## src/rtl/hsseq_pkg.sv

```systemverilog
package hsseq_pkg;
  typedef enum logic [1:0] {
    ST_LOCKED = 2'd0,
    ST_WAIT   = 2'd1,
    ST_ACTIVE = 2'd2
  } seqState_e;

  typedef struct packed {
    logic clrFilt;   // hold the connect debounce cleared
    logic grant;     // sequencer has reached the active state
  } seqStrobe_t;
endpackage

```

## src/rtl/hsseq_ctrl.sv

```systemverilog
module hsseq_ctrl
  import hsseq_pkg::*;
#(
  parameter bit DUAL_SUPPLY = 1'b1
) (
  input  logic       clk,
  input  logic       rstN,
  input  logic       uvloPri,
  input  logic       uvloSec,
  input  logic       connFilt,
  output seqStrobe_t strobe
);
  seqState_e state, nxt;
  logic lockAny;

  generate
    if (DUAL_SUPPLY) begin : g_dual
      assign lockAny = uvloPri | uvloSec;
    end else begin : g_single
      assign lockAny = uvloPri;
    end
  endgenerate

  always_comb begin
    nxt = state;
    unique case (state)
      ST_LOCKED: if (!lockAny) nxt = ST_WAIT;
      ST_WAIT: begin
        if (lockAny)       nxt = ST_LOCKED;
        else if (connFilt) nxt = ST_ACTIVE;
      end
      ST_ACTIVE: begin
        if (lockAny)        nxt = ST_LOCKED;
        else if (!connFilt) nxt = ST_WAIT;
      end
      default: nxt = ST_LOCKED;
    endcase
  end

  always_ff @(posedge clk or negedge rstN) begin
    if (!rstN) state <= ST_LOCKED;
    else       state <= nxt;
  end

  assign strobe.clrFilt = uvloPri;
  assign strobe.grant   = (state == ST_ACTIVE);

  AST_ACTIVE_VIA_WAIT: assert property (@(posedge clk) disable iff (!rstN)
    $rose(state == ST_ACTIVE) |-> $past(state) == ST_WAIT);
  AST_ACTIVE_NEEDS_CONN: assert property (@(posedge clk) disable iff (!rstN)
    (state == ST_ACTIVE) |-> $past(connFilt));
  AST_LOCK_LEAVES_ACTIVE: assert property (@(posedge clk) disable iff (!rstN)
    lockAny |=> state != ST_ACTIVE);
endmodule

```

## src/rtl/hsseq_dp.sv

```systemverilog
module hsseq_dp
  import hsseq_pkg::*;
#(
  parameter bit DUAL_SUPPLY = 1'b1,
  parameter int FILT_CYCLES = 50
) (
  input  logic       clk,
  input  logic       rstN,
  input  logic       uvloPri,
  input  logic       uvloSec,
  input  logic       connRaw,
  input  seqStrobe_t strobe,
  output logic       connFilt,
  output logic       prechargeBp,
  output logic       prechargeCard,
  output logic       ifaceEn
);
  localparam int CNT_W = (FILT_CYCLES < 2) ? 1 : $clog2(FILT_CYCLES + 1);
  localparam logic [CNT_W-1:0] CNT_LAST = CNT_W'(FILT_CYCLES - 1);

  logic [CNT_W-1:0] cnt;
  logic lockAny;

  always_ff @(posedge clk or negedge rstN) begin
    if (!rstN) begin
      cnt      <= '0;
      connFilt <= 1'b0;
    end else if (strobe.clrFilt) begin
      cnt      <= '0;
      connFilt <= 1'b0;
    end else if (connRaw != connFilt) begin
      if (cnt == CNT_LAST) begin
        cnt      <= '0;
        connFilt <= connRaw;
      end else begin
        cnt <= cnt + 1'b1;
      end
    end else begin
      cnt <= '0;
    end
  end

  generate
    if (DUAL_SUPPLY) begin : g_dual
      assign prechargeCard = uvloSec;
      assign lockAny       = uvloPri | uvloSec;
    end else begin : g_single
      assign prechargeCard = uvloPri;
      assign lockAny       = uvloPri;
    end
  endgenerate

  assign prechargeBp = uvloPri;
  assign ifaceEn     = strobe.grant & connFilt & ~lockAny;

  AST_FILT_FULL_WINDOW: assert property (@(posedge clk) disable iff (!rstN)
    !$stable(connFilt) |-> ($past(strobe.clrFilt) || $past(cnt) == CNT_LAST));
  AST_FILT_CLEARED_IN_LOCK: assert property (@(posedge clk) disable iff (!rstN)
    uvloPri |=> !connFilt);
  AST_EN_NO_PRECHARGE: assert property (@(posedge clk) disable iff (!rstN)
    ifaceEn |-> (!prechargeBp && !prechargeCard));
  AST_EN_LOW_IN_RESET: assert property (@(posedge clk)
    !rstN |-> !ifaceEn);
endmodule

```

## src/rtl/hotswap_seq.sv

```systemverilog
module hotswap_seq
  import hsseq_pkg::*;
#(
  parameter bit DUAL_SUPPLY = 1'b1,
  parameter int FILT_CYCLES = 50
) (
  input  logic clk,
  input  logic rstN,
  input  logic uvloPri,
  input  logic uvloSec,
  input  logic connRaw,
  output logic prechargeBp,
  output logic prechargeCard,
  output logic ifaceEn
);
  seqStrobe_t strobe;
  logic connFilt;

  hsseq_ctrl #(.DUAL_SUPPLY(DUAL_SUPPLY)) u_ctrl (
    .clk      (clk),
    .rstN     (rstN),
    .uvloPri  (uvloPri),
    .uvloSec  (uvloSec),
    .connFilt (connFilt),
    .strobe   (strobe)
  );

  hsseq_dp #(.DUAL_SUPPLY(DUAL_SUPPLY), .FILT_CYCLES(FILT_CYCLES)) u_dp (
    .clk           (clk),
    .rstN          (rstN),
    .uvloPri       (uvloPri),
    .uvloSec       (uvloSec),
    .connRaw       (connRaw),
    .strobe        (strobe),
    .connFilt      (connFilt),
    .prechargeBp   (prechargeBp),
    .prechargeCard (prechargeCard),
    .ifaceEn       (ifaceEn)
  );
endmodule

```

## config.mk

```make
export PLATFORM = sky130hd
export DESIGN_NAME = hotswap_seq
export DESIGN_NICKNAME = d
export VERILOG_FILES = /design/src/rtl/hsseq_pkg.sv /design/src/rtl/hsseq_ctrl.sv /design/src/rtl/hsseq_dp.sv /design/src/rtl/hotswap_seq.sv
export SDC_FILE = /design/constraint.sdc
export NUM_CORES = 1
export LEC_CHECK = 0
export ABC_CLOCK_PERIOD_IN_PS = 1400
export BUFFER_PORTS_ARGS = -buffer_cell sky130_fd_sc_hd__buf_4
export CAP_MARGIN = 40
export CORE_MARGIN = 2
export CORE_UTILIZATION = 30
export CTS_CLUSTER_SIZE = 8
export DETAILED_ROUTE_END_ITERATION = 10
export GPL_TIMING_DRIVEN = 1
export PLACE_DENSITY = 0.51
export SLEW_MARGIN = 10
export SYNTH_ARGS = -nofsm -noshare
export SYNTH_HDL_FRONTEND = slang
export SYNTH_SLANG_ARGS = --single-unit
```

## constraint.sdc

```tcl
create_clock -name clk -period 1.4 [get_ports clk]
set_input_delay 0.35 -clock clk [delete_from_list [all_inputs] [get_ports clk]]
set_output_delay 0.35 -clock clk [all_outputs]
set_load 0.02 [all_outputs]
```

After elaboration in Yosys (flattened, before gate mapping)
Cells that the tools add are included.
{ "totals": {"reg_bits": 9, "input_bits": 5} }
{ "op_classes": {"eq_ne": 7, "add_sub_neg": 1, "mux": 12, "n_reduce_logical": 5, "bitwise": 4} }
{ "op_table": {"columns": ["cell", "count"], "rows": [
  ["two-way mux 6 bit", 3],
  ["two-way mux 2 bit", 5],
  ["adder 6 x 1 -> 6 bit, second input constant", 1],
  ["equality test 6 bit, second input constant", 1],
  ["one-hot mux 2 bit (3 select lines)", 1],
  ["nonzero test 2 bit", 2],
  ["two-way mux 1 bit", 3],
  ["!= test 3 x 1 -> 1 bit, second input constant", 1],
  ["!= test 3 bit, second input constant", 1],
  ["AND reduction 3 bit", 1],
  ["AND 1 bit", 2],
  ["equality test 2 x 1 -> 1 bit, second input constant", 1],
  ["equality test 2 bit, second input constant", 1],
  ["logical NOT 2 bit", 1],
  ["!= test 2 bit, second input constant", 1],
  ["AND reduction 2 bit", 1],
  ["!= test 1 bit", 1],
  ["inverter 1 bit", 1],
  ["OR 1 bit", 1]
]} }

Logic depth before layout (Yosys ltp)
Gate-level depths: netlist of run 1.
{ "logic_depth": {"ltp_word": 4, "depth_mapped": 5, "depth_no_buf": 5} }

Cells and area by module
Synthesis of run 1 repeated with hierarchy kept, for this count alone.
{ "unflattened": {"cells_unflattened": 43, "area_unflattened_um2": 465.4} }
{ "modules_own_cells": {"columns": ["mod", "area_each_um2", "seq_area_each_um2", "cells_per_inst", "instances"], "rows": [
  ["hsseq_dp", 354.1, 175.2, 35, 1],
  ["hsseq_ctrl", 111.4, 50.0, 8, 1]
]} }

Worst setup path after synthesis of run 1
No wires, ideal clock.
{ "synth_timing": {"path_kind": "reg-to-output", "startpoint": "register u_ctrl.state[0]", "endpoint": "output port ifaceEn", "path_stages_with_launch": 2, "t_required_ns": 1.050, "arrival_ns": 1.106, "path_slack_ns": -0.056, "cell_sequence": "dfrtp_1 -> nor4_1"} }
{ "synth_between": {"elab_chain_cells": 3} }
{ "synth_lines": {"columns": ["element", "line_no", "source"], "rows": [
  ["start, declared", "hsseq_ctrl.sv:13", "seqState_e state, nxt;"],
  ["start signal, assigned", "hsseq_ctrl.sv:42", "else state <= nxt;"],
  ["equality test 2 bit", "hsseq_ctrl.sv:46", "assign strobe.grant = (state == ST_ACTIVE);"],
  ["AND 1 bit (2 in series)", "hsseq_dp.sv:54", "assign ifaceEn = strobe.grant & connFilt & ~lockAny;"],
  ["end, declared", "hotswap_seq.sv:14", "output logic ifaceEn"]
]} }
No other way between the ends.

Worst setup path after layout of run 1
Ends and elaborated chain as after synthesis.

==> impl_metrics.toml, run 1 <==
[outcome]
status = "finished with violations"
violations = "setup timing"

[grt]
track_usage_pct = 12.2
overflow = 0
grt_max_degree = 10
grt_pass1_vias = 380
grt_pass1_wl_mm = 1.59
antenna_found_initial = 0

[timing]
relSlewSlack_pct = 84.0
fin_crit_ns = 1.44
worst_hold_slack_ns = 0.271
fin_crit_sh_pct = 103
hold_violations = 0
setup_tns_ns = -0.0352
setup_ws_ns = -0.0352
grt_setup_unrepaired = "yes"
maxSlewViolCount = 0
worstMarginPinSlew_ns = 0.236
fmax_mhz = 697
skew_ns = 0.00325
setup_viol = 1

[clock_tree]
cts_buffers = 3
worstSkewPairLatency_ns = 0.27
cts-root-buf = "clkbuf_4"
cts_tree = "done"
path_clk_slew_ns = 0.06
cts.path.max_buffers = 2
cts_num_sinks = 9
htree_levels = 1

[yosys]
yosysSeqAreaShare_pct = 50.1
synth-adder-area-share_pct = 7.80
synthCells = 41
netlist_area_sq_um = 449
synth_seq_cells = 9
synth.distinct_cells = 19
yosys.area_share.simple_pct = 21.2
synth_area_per_cell_sq_um = 11.0
yosysWarnings = 0
synth-xor-area-share_pct = 9.75
synth_compound_area_share_pct = 6.13
synth_top_family_by_area = "simple AND/OR/NAND/NOR gates"
synth_nets = 48
muxShareOfSynthArea_pct = 0

[finish]
antenna_cells = 0
finalInstanceArea_sq_um = 581
final_common_cell = "buf_4"
area_delta_synth_final_pct = 29.2
layout_common_cells = "buf_4 (11), dfrtp_1 (9), nor2_1 (5)"
fin_nets = 63
layout-drive-gt1-share_pct = 30.9

[placed_design]
placed_cell_area_sq_um = 519
place_congestion = 0.696
portBuffers = 7
preCtsSetupSlack_ns = 0.0880

[floorplan]
die_area_sq_mm = 0.00182
core_area_sq_mm = 0.00135
rows = 13
die_h_microns = 42.7
die_w_microns = 42.7
initial_core_util_pct = 33.3
boundaryPins = 8

[critical_path]
cp_top_family = "flip-flops"
crit_path_cell_trace = "nor4_2, buf_4"
cp_max_fo = 2
crit_buf_inv = 1
crit_cells = 2
critPathSlowestCell = "dfrtp_1"
cp-end-kind = "output port"
critical-path-max-stage-delay_ns = 0.39
reg2reg_depth = 5
path_class = "register to output port"
start_kind = "register"
arrival_ns = 1.09
required_ns = 1.05

[pwr]
power_density_mw_per_mm2 = 900
ir_drop_uv = 427
cellLeakagePower_nw = 0.297
finalPower_uw = 522

[routing]
first_iter_violations = 4
drt_first_pass_iters = 4
routed_wl_microns = 881
drc = 0
vias_per_cell = 4.99
vias = 349
ant_nets = 0
wl_per_cell_microns = 12.6

[run]
maxCapViolations = 0

[hold_path]
hp-class = "input port to register"
min_path_cells = 2
[layer usage]
metal	part of all wire, %	vias up	global-route usage [%]	routed length (microns)
li1	-	168	-	-
met1	42	165	12.7	370
met2	48	11	19.1	426
met3	5.3	5	4.26	47
met4	4.3	0	10.6	38
met5	0	-	0	0
[where the power goes]
group	leakage, nW	switching [mW]	internal, mW
Clock	0.0150	0.0946	0.110
Combinational	0.159	0.0251	0.0244
Sequential	0.124	0.00390	0.264
Total	0.297	0.124	0.399
[synthesized netlist by cell type]
| library cell | n | area, sq um |
|---|---|---|
| nand3_1 | 2 | 10.0 |
| nor4b_1 | 1 | 8.76 |
| nor3_1 | 1 | 5.00 |
| o21ai_0 | 2 | 10.0 |
| inv_1 | 2 | 7.51 |
| dfrtp_1 | 9 | 225 |
| maj3_1 | 1 | 10.0 |
| xor2_1 | 3 | 26.3 |
| nand4b_4 | 1 | 23.8 |
| a21oi_1 | 2 | 10.0 |
| xnor2_1 | 2 | 17.5 |
| nand2_1 | 2 | 7.51 |
| or3b_1 | 1 | 8.76 |
| nor2_1 | 5 | 18.8 |
| o211ai_1 | 1 | 7.51 |
| buf_4 | 2 | 15.0 |
| ha_1 | 2 | 25.0 |
| or3_1 | 1 | 6.26 |
| nor4_1 | 1 | 6.26 |
[flip-flops by register name, indices dropped and copies added, names as in the netlist]
name	cells
u_dp.cnt	6
u_dp.connFilt	1
u_ctrl.state	2
[metrics by stage]
step	utilization [%]	std cells
4_1_cts	42.3	69
3_3_place_gp	38.5	62
6_report	43.0	70
3_5_place_dp	38.5	62
5_1_grt	43.0	70
2_1_floorplan	-	41
[area by class of cell]
cell class                      count  area, sq um
Inverter                            2         7.51
Timing Repair Buffer               12         92.6
Sequential cell                     9          225
Fill cell                         125          769
Clock buffer                        4         26.3
Tap cell                           15         18.8
Multi-Input combinational cell     28          210
[worst paths after layout]
| check | start | endpoint | slack (ns) |
|---|---|---|---|
| worst min register to register | u_dp.cnt[0] | u_dp.cnt[0] | 0.50 |
| max in group asynchronous | rstN | u_ctrl.state[0] | 0.82 |
| worst min-delay path | uvloSec | u_ctrl.state[0] | 0.27 |
| worst max-delay path | u_ctrl.state[0] | ifaceEn | -0.04 |
| min in group asynchronous | rstN | u_dp.cnt[4] | 0.44 |
| worst max register to register | u_dp.cnt[1] | u_dp.connFilt | 0.09 |
[logic make-up (layout without fill, tap and decap cells)]
group	after synthesis	after routing
xor+xnor	5	5
simple gates	15	15
compound gates	5	5
buf+inv	4	18
fa+ha+maj	3	3
flops	9	9
[worst reg2reg max path, cell delays in order, from the launching register on]
cell      delay [ns]
dfrtp_1         0.39
inv_1           0.06
ha_2            0.18
nand4b_4        0.10
or3b_1          0.38
a21oi_1         0.13
[what timing repair did]
item,CTS,global route
hold endpoints to repair,9,0
hold buffers,1,0
setup buffers,2,1
gates resized for setup,0,1
endpoints found under the setup margin,1,2
Note: power is estimated with default switching activity, not from simulation.
==> run 2, diff against run 1 <==
==> constraint.sdc (replaced) <==
create_clock -name clk -period 1.4 [get_ports clk]
set_input_delay 0.21 -clock clk [delete_from_list [all_inputs] [get_ports clk]]
set_output_delay 0.21 -clock clk [all_outputs]
set_load 0.02 [all_outputs]
==> impl_metrics.toml, run 2 (synthesis results as in run 1) <==
[outcome]
status = "finished, final reports clean"

[routing]
drt_first_pass_iters = 4
vias_per_cell = 5.09
wl_per_cell_microns = 12.6
ant_nets = 0
first_iter_violations = 3
drc = 0
vias = 341
routed_wl_microns = 841

[run]
maxCapViolations = 0

[pwr]
finalPower_uw = 519
ir_drop_uv = 412
cellLeakagePower_nw = 0.280
power_density_mw_per_mm2 = 927

[grt]
track_usage_pct = 12.9
overflow = 0
grt_pass1_vias = 370
grt_pass1_wl_mm = 1.63
grt_max_degree = 10
antenna_found_initial = 0

[finish]
post-route-util_pct = 41.4
layout_common_cells = "buf_4 (8), dfrtp_1 (8), nor2_1 (5)"
antenna_cells = 0
layout-drive-gt1-share_pct = 28.8
biggestRegsByFlops = "u_dp.cnt: 6 flops, u_ctrl.state: 2 flops, u_dp.connFilt: 1 flops"
multi_input_area_sq_um = 210
regArea_sq_um = 226
area_delta_synth_final_pct = 24.5
nFillCells = 136
largest_reg_flops = 6
largest_register = "u_dp.cnt"
fin_nets = 60

[critical_path]
arrival_ns = 1.51
cp_max_fo = 3
r2r_setup_slack_ns = 0.08
startpoint = "u_dp.cnt[1]"
reg2reg_depth = 5
required_ns = 1.59
endpoint = "u_dp.connFilt"
cp-end-kind = "register"
path_class = "register to register"
r2r_end = "u_dp.connFilt"
rr_startpoint = "u_dp.cnt[1]"
start_kind = "register"

[timing]
setup_viol = 0
hold_violations = 0
skew_ns = 0.00375
relSlewSlack_pct = 83.2
fmax_mhz = 756
fin_crit_sh_pct = 94.4
worstMarginPinSlew_ns = 0.248
fin_crit_ns = 1.32
maxSlewViolCount = 0
worst_hold_slack_ns = 0.131

[clock_tree]
cts_buffers = 3
postCtsSetupBuffers = 0
cts_num_sinks = 9
htree_levels = 1
path_clk_slew_ns = 0.06
cts.path.max_buffers = 2
cts_tree = "done"
worstSkewPairLatency_ns = 0.27
cts-root-buf = "clkbuf_4"

[floorplan]
initial_core_util_pct = 33.3
rows = 13
die_w_microns = 42.7
die_h_microns = 42.7
boundaryPins = 8
core_area_sq_mm = 0.00135
die_area_sq_mm = 0.00182

[placed_design]
place_congestion = 0.721
portBuffers = 7

[hold_path]
hp-class = "input port to register"
-- run 2: cell count changes in the layout (fill, tap and decap cells not counted), sizes merged --
cell / before / now
buf: 11 / 8
-- run 2: worst max-delay path: stages, from the launching register on --
cell and delay [ns]:
dfrtp_1 0.40, inv_1 0.07, ha_2 0.18, nand4b_4 0.10, or3b_1 0.38, a21oi_1 0.13
-- run 2: metrics by stage --
stage	setup TNS [ns]	cell area (sq um)	worst slack (ns)	cells
3_3_place_gp	0	513	0.123	62
4_1_cts	0	549	0.0642	67
5_1_grt	-0.00140	559	-0.00140	67
2_1_floorplan	0	449	0.0844	41
3_5_place_dp	0	513	0.0721	62
6_report	0	559	0.0780	67
-- run 2: cell type report --
class	count	share of cell area, %
inverter	2	1.34
sequential	9	40.5
clock buffer	4	4.70
tap	15	3.36
timing repair buffer	9	12.5
multi-input combinational	28	37.6
-- run 2: worst min-delay path by stage --
stage | from | to | slack, ns | depth (start not counted)
global route | uvloSec | u_ctrl.state[1] | 0.12 | 2
CTS | uvloSec | u_ctrl.state[0] | 0.12 | 2
finish | uvloSec | u_ctrl.state[0] | 0.13 | 2
detailed placement | rstN | u_dp.cnt[2] | 0.04 | 1
floorplan | rstN | u_ctrl.state[0] | -0.09 | 0
global placement | rstN | u_dp.cnt[0] | 0.04 | 1
-- run 2: report_power, final --
group / switching, mW / internal, mW / leakage, nW
sequential: 0.00473 / 0.264 / 0.122
combinational: 0.0227 / 0.0212 / 0.143
clock: 0.0957 / 0.110 / 0.0150
-- run 2: what timing repair did --
action / CTS / global route
hold buffers: 1 / 0
setup endpoints to repair: 0 / 1
endpoints found under the hold margin: 9 / 0
gates resized for setup: 0 / 3
-- run 2: routing by layer --
layer / global-route usage [%] / vias to the layer above / wire length, microns / part of all wire [%]
met1: 11.7 / 166 / 295 / 35
met4: 13.1 / 0 / 42 / 5.0
met2: 20.6 / 9 / 449 / 53
met5: 0 / - / 0 / 0
li1: - / 161 / - / -
met3: 5.53 / 5 / 53 / 6.3
==> run 3, diff against run 2 <==
--- a/config.mk
+++ b/config.mk
@@ -13,6 +13,7 @@
 export CTS_CLUSTER_SIZE = 8
 export DETAILED_ROUTE_END_ITERATION = 10
 export GPL_TIMING_DRIVEN = 1
+export MAX_ROUTING_LAYER = met4
 export PLACE_DENSITY = 0.51
 export SLEW_MARGIN = 10
 export SYNTH_ARGS = -nofsm -noshare
==> impl_metrics.toml, run 3 (synthesis results as in run 1) <==
[timing]
maxSlewViolCount = 0
fmax_mhz = 760
fin_crit_sh_pct = 93.9
skew_ns = 0.00706
fin_crit_ns = 1.32
hold_violations = 0
setup_tns_ns = 0
setup_viol = 0
setup_ws_ns = 0.0848
worstMarginPinSlew_ns = 0.248
relSlewSlack_pct = 83.2

[floorplan]
core_area_sq_mm = 0.00135
die_area_sq_mm = 0.00182
boundaryPins = 8
die_w_microns = 42.7
rows = 13
die_h_microns = 42.7
initial_core_util_pct = 33.3

[grt]
grt_pass1_wl_mm = 1.62
track_usage_pct = 13.3
overflow = 0
gr-max-usage-layer = "met2"
grt_use_met2_pct = 20.6
use_met3_pct = 5.53
grt_pass1_vias = 370
grt_max_degree = 10
antenna_found_initial = 0
use_met1_pct = 11.7

[finish]
biggestRegsByFlops = "u_dp.cnt: 6 flops, u_ctrl.state: 2 flops, u_dp.connFilt: 1 flops"
area_delta_synth_final_pct = 24.5
largest_reg_flops = 6
finalInstanceArea_sq_um = 559
multi_input_area_sq_um = 210
layout_common_cells = "buf_4 (8), dfrtp_1 (8), nor2_1 (5)"
antenna_cells = 0
nFillCells = 136
largest_register = "u_dp.cnt"
post-route-util_pct = 41.4
regArea_sq_um = 226
fin_nets = 60
layout-drive-gt1-share_pct = 28.8

[pwr]
power_density_mw_per_mm2 = 923
ir_drop_uv = 402
cellLeakagePower_nw = 0.280

[placed_design]
preCtsSetupSlack_ns = 0.0721
placed_cell_area_sq_um = 513
portBuffers = 7
place_congestion = 0.729

[critical_path]
cp_max_fo = 3
cp_top_family = "simple AND/OR/NAND/NOR gates"
critical-path-max-stage-delay_ns = 0.40
arrival_ns = 1.51
crit_path_cell_trace = "inv_1, ha_2, nand4b_4, or3b_1, a21oi_1"
endpoint = "u_dp.connFilt"
crit_cells = 5
path_class = "register to register"
critPathSlowestCell = "dfrtp_1"
r2r_setup_slack_ns = 0.08
cp-end-kind = "register"
startpoint = "u_dp.cnt[1]"
reg2reg_depth = 5
r2r_end = "u_dp.connFilt"
crit_buf_inv = 1
rr_startpoint = "u_dp.cnt[1]"
start_kind = "register"
required_ns = 1.59

[clock_tree]
worstSkewPairLatency_ns = 0.27
cts_tree = "done"
cts-root-buf = "clkbuf_4"
cts_buffers = 3
cts.path.max_buffers = 2
cts_num_sinks = 9
htree_levels = 1
path_clk_slew_ns = 0.06

[routing]
ant_nets = 0
first_iter_violations = 7
vias = 337
wl_per_cell_microns = 12.7
vias_per_cell = 5.03
routed_wl_microns = 853
drc = 0
drt_first_pass_iters = 4

[hold_path]
hp-class = "input port to register"

[run]
maxCapViolations = 0

[outcome]
status = "finished, final reports clean"
run 3: cell counts in the layout (fill, tap and decap cells not counted):
Identical to the previous run, type by type.
run 3: timing repair:
item,in CTS,in global routing
endpoints found under the hold margin,9,0
hold buffers,1,0
endpoints found under the setup margin,0,1
gates resized for setup,0,3
setup buffers,0,0
run 3: worst min path at each step:
stage             from               to  slack (ns)  cells after the start
2_1_floorplan     rstN  u_ctrl.state[0]       -0.09                      0
3_3_place_gp      rstN      u_dp.cnt[0]        0.04                      1
3_5_place_dp      rstN      u_dp.cnt[2]        0.04                      1
4_1_cts        uvloSec  u_ctrl.state[0]        0.12                      2
5_1_grt        uvloSec  u_ctrl.state[1]        0.12                      2
6_report       uvloSec  u_ctrl.state[1]        0.13                      2
run 3: layout make-up:
type,instances,area share (%)
Tap cell,15,3.36
Inverter,2,1.34
Clock buffer,4,4.70
Timing Repair Buffer,9,12.5
Multi-Input combinational cell,28,37.6
Sequential cell,9,40.5
run 3: power by group:
group          internal (mW)  switching (mW)  leakage [nW]
Sequential             0.264         0.00466         0.122
Clock                  0.110          0.0937        0.0150
Combinational         0.0212          0.0226         0.143
run 3: metrics by stage:
| stage | power, mW | hold slack, ns | cells |
|---|---|---|---|
| floorplan | 0.293 | -0.0856 | 41 |
| global placement | 0.313 | 0.0373 | 62 |
| CTS | 0.526 | 0.119 | 67 |
| global route | 0.550 | 0.125 | 67 |
| detailed placement | 0.315 | 0.0411 | 62 |
| finish | 0.516 | 0.133 | 67 |
run 3: metal layers:
metal	wire, microns	part of all wire, %
met3	53	6.2
met1	298	35
met4	17	2.0
met5	0	0
met2	483	57
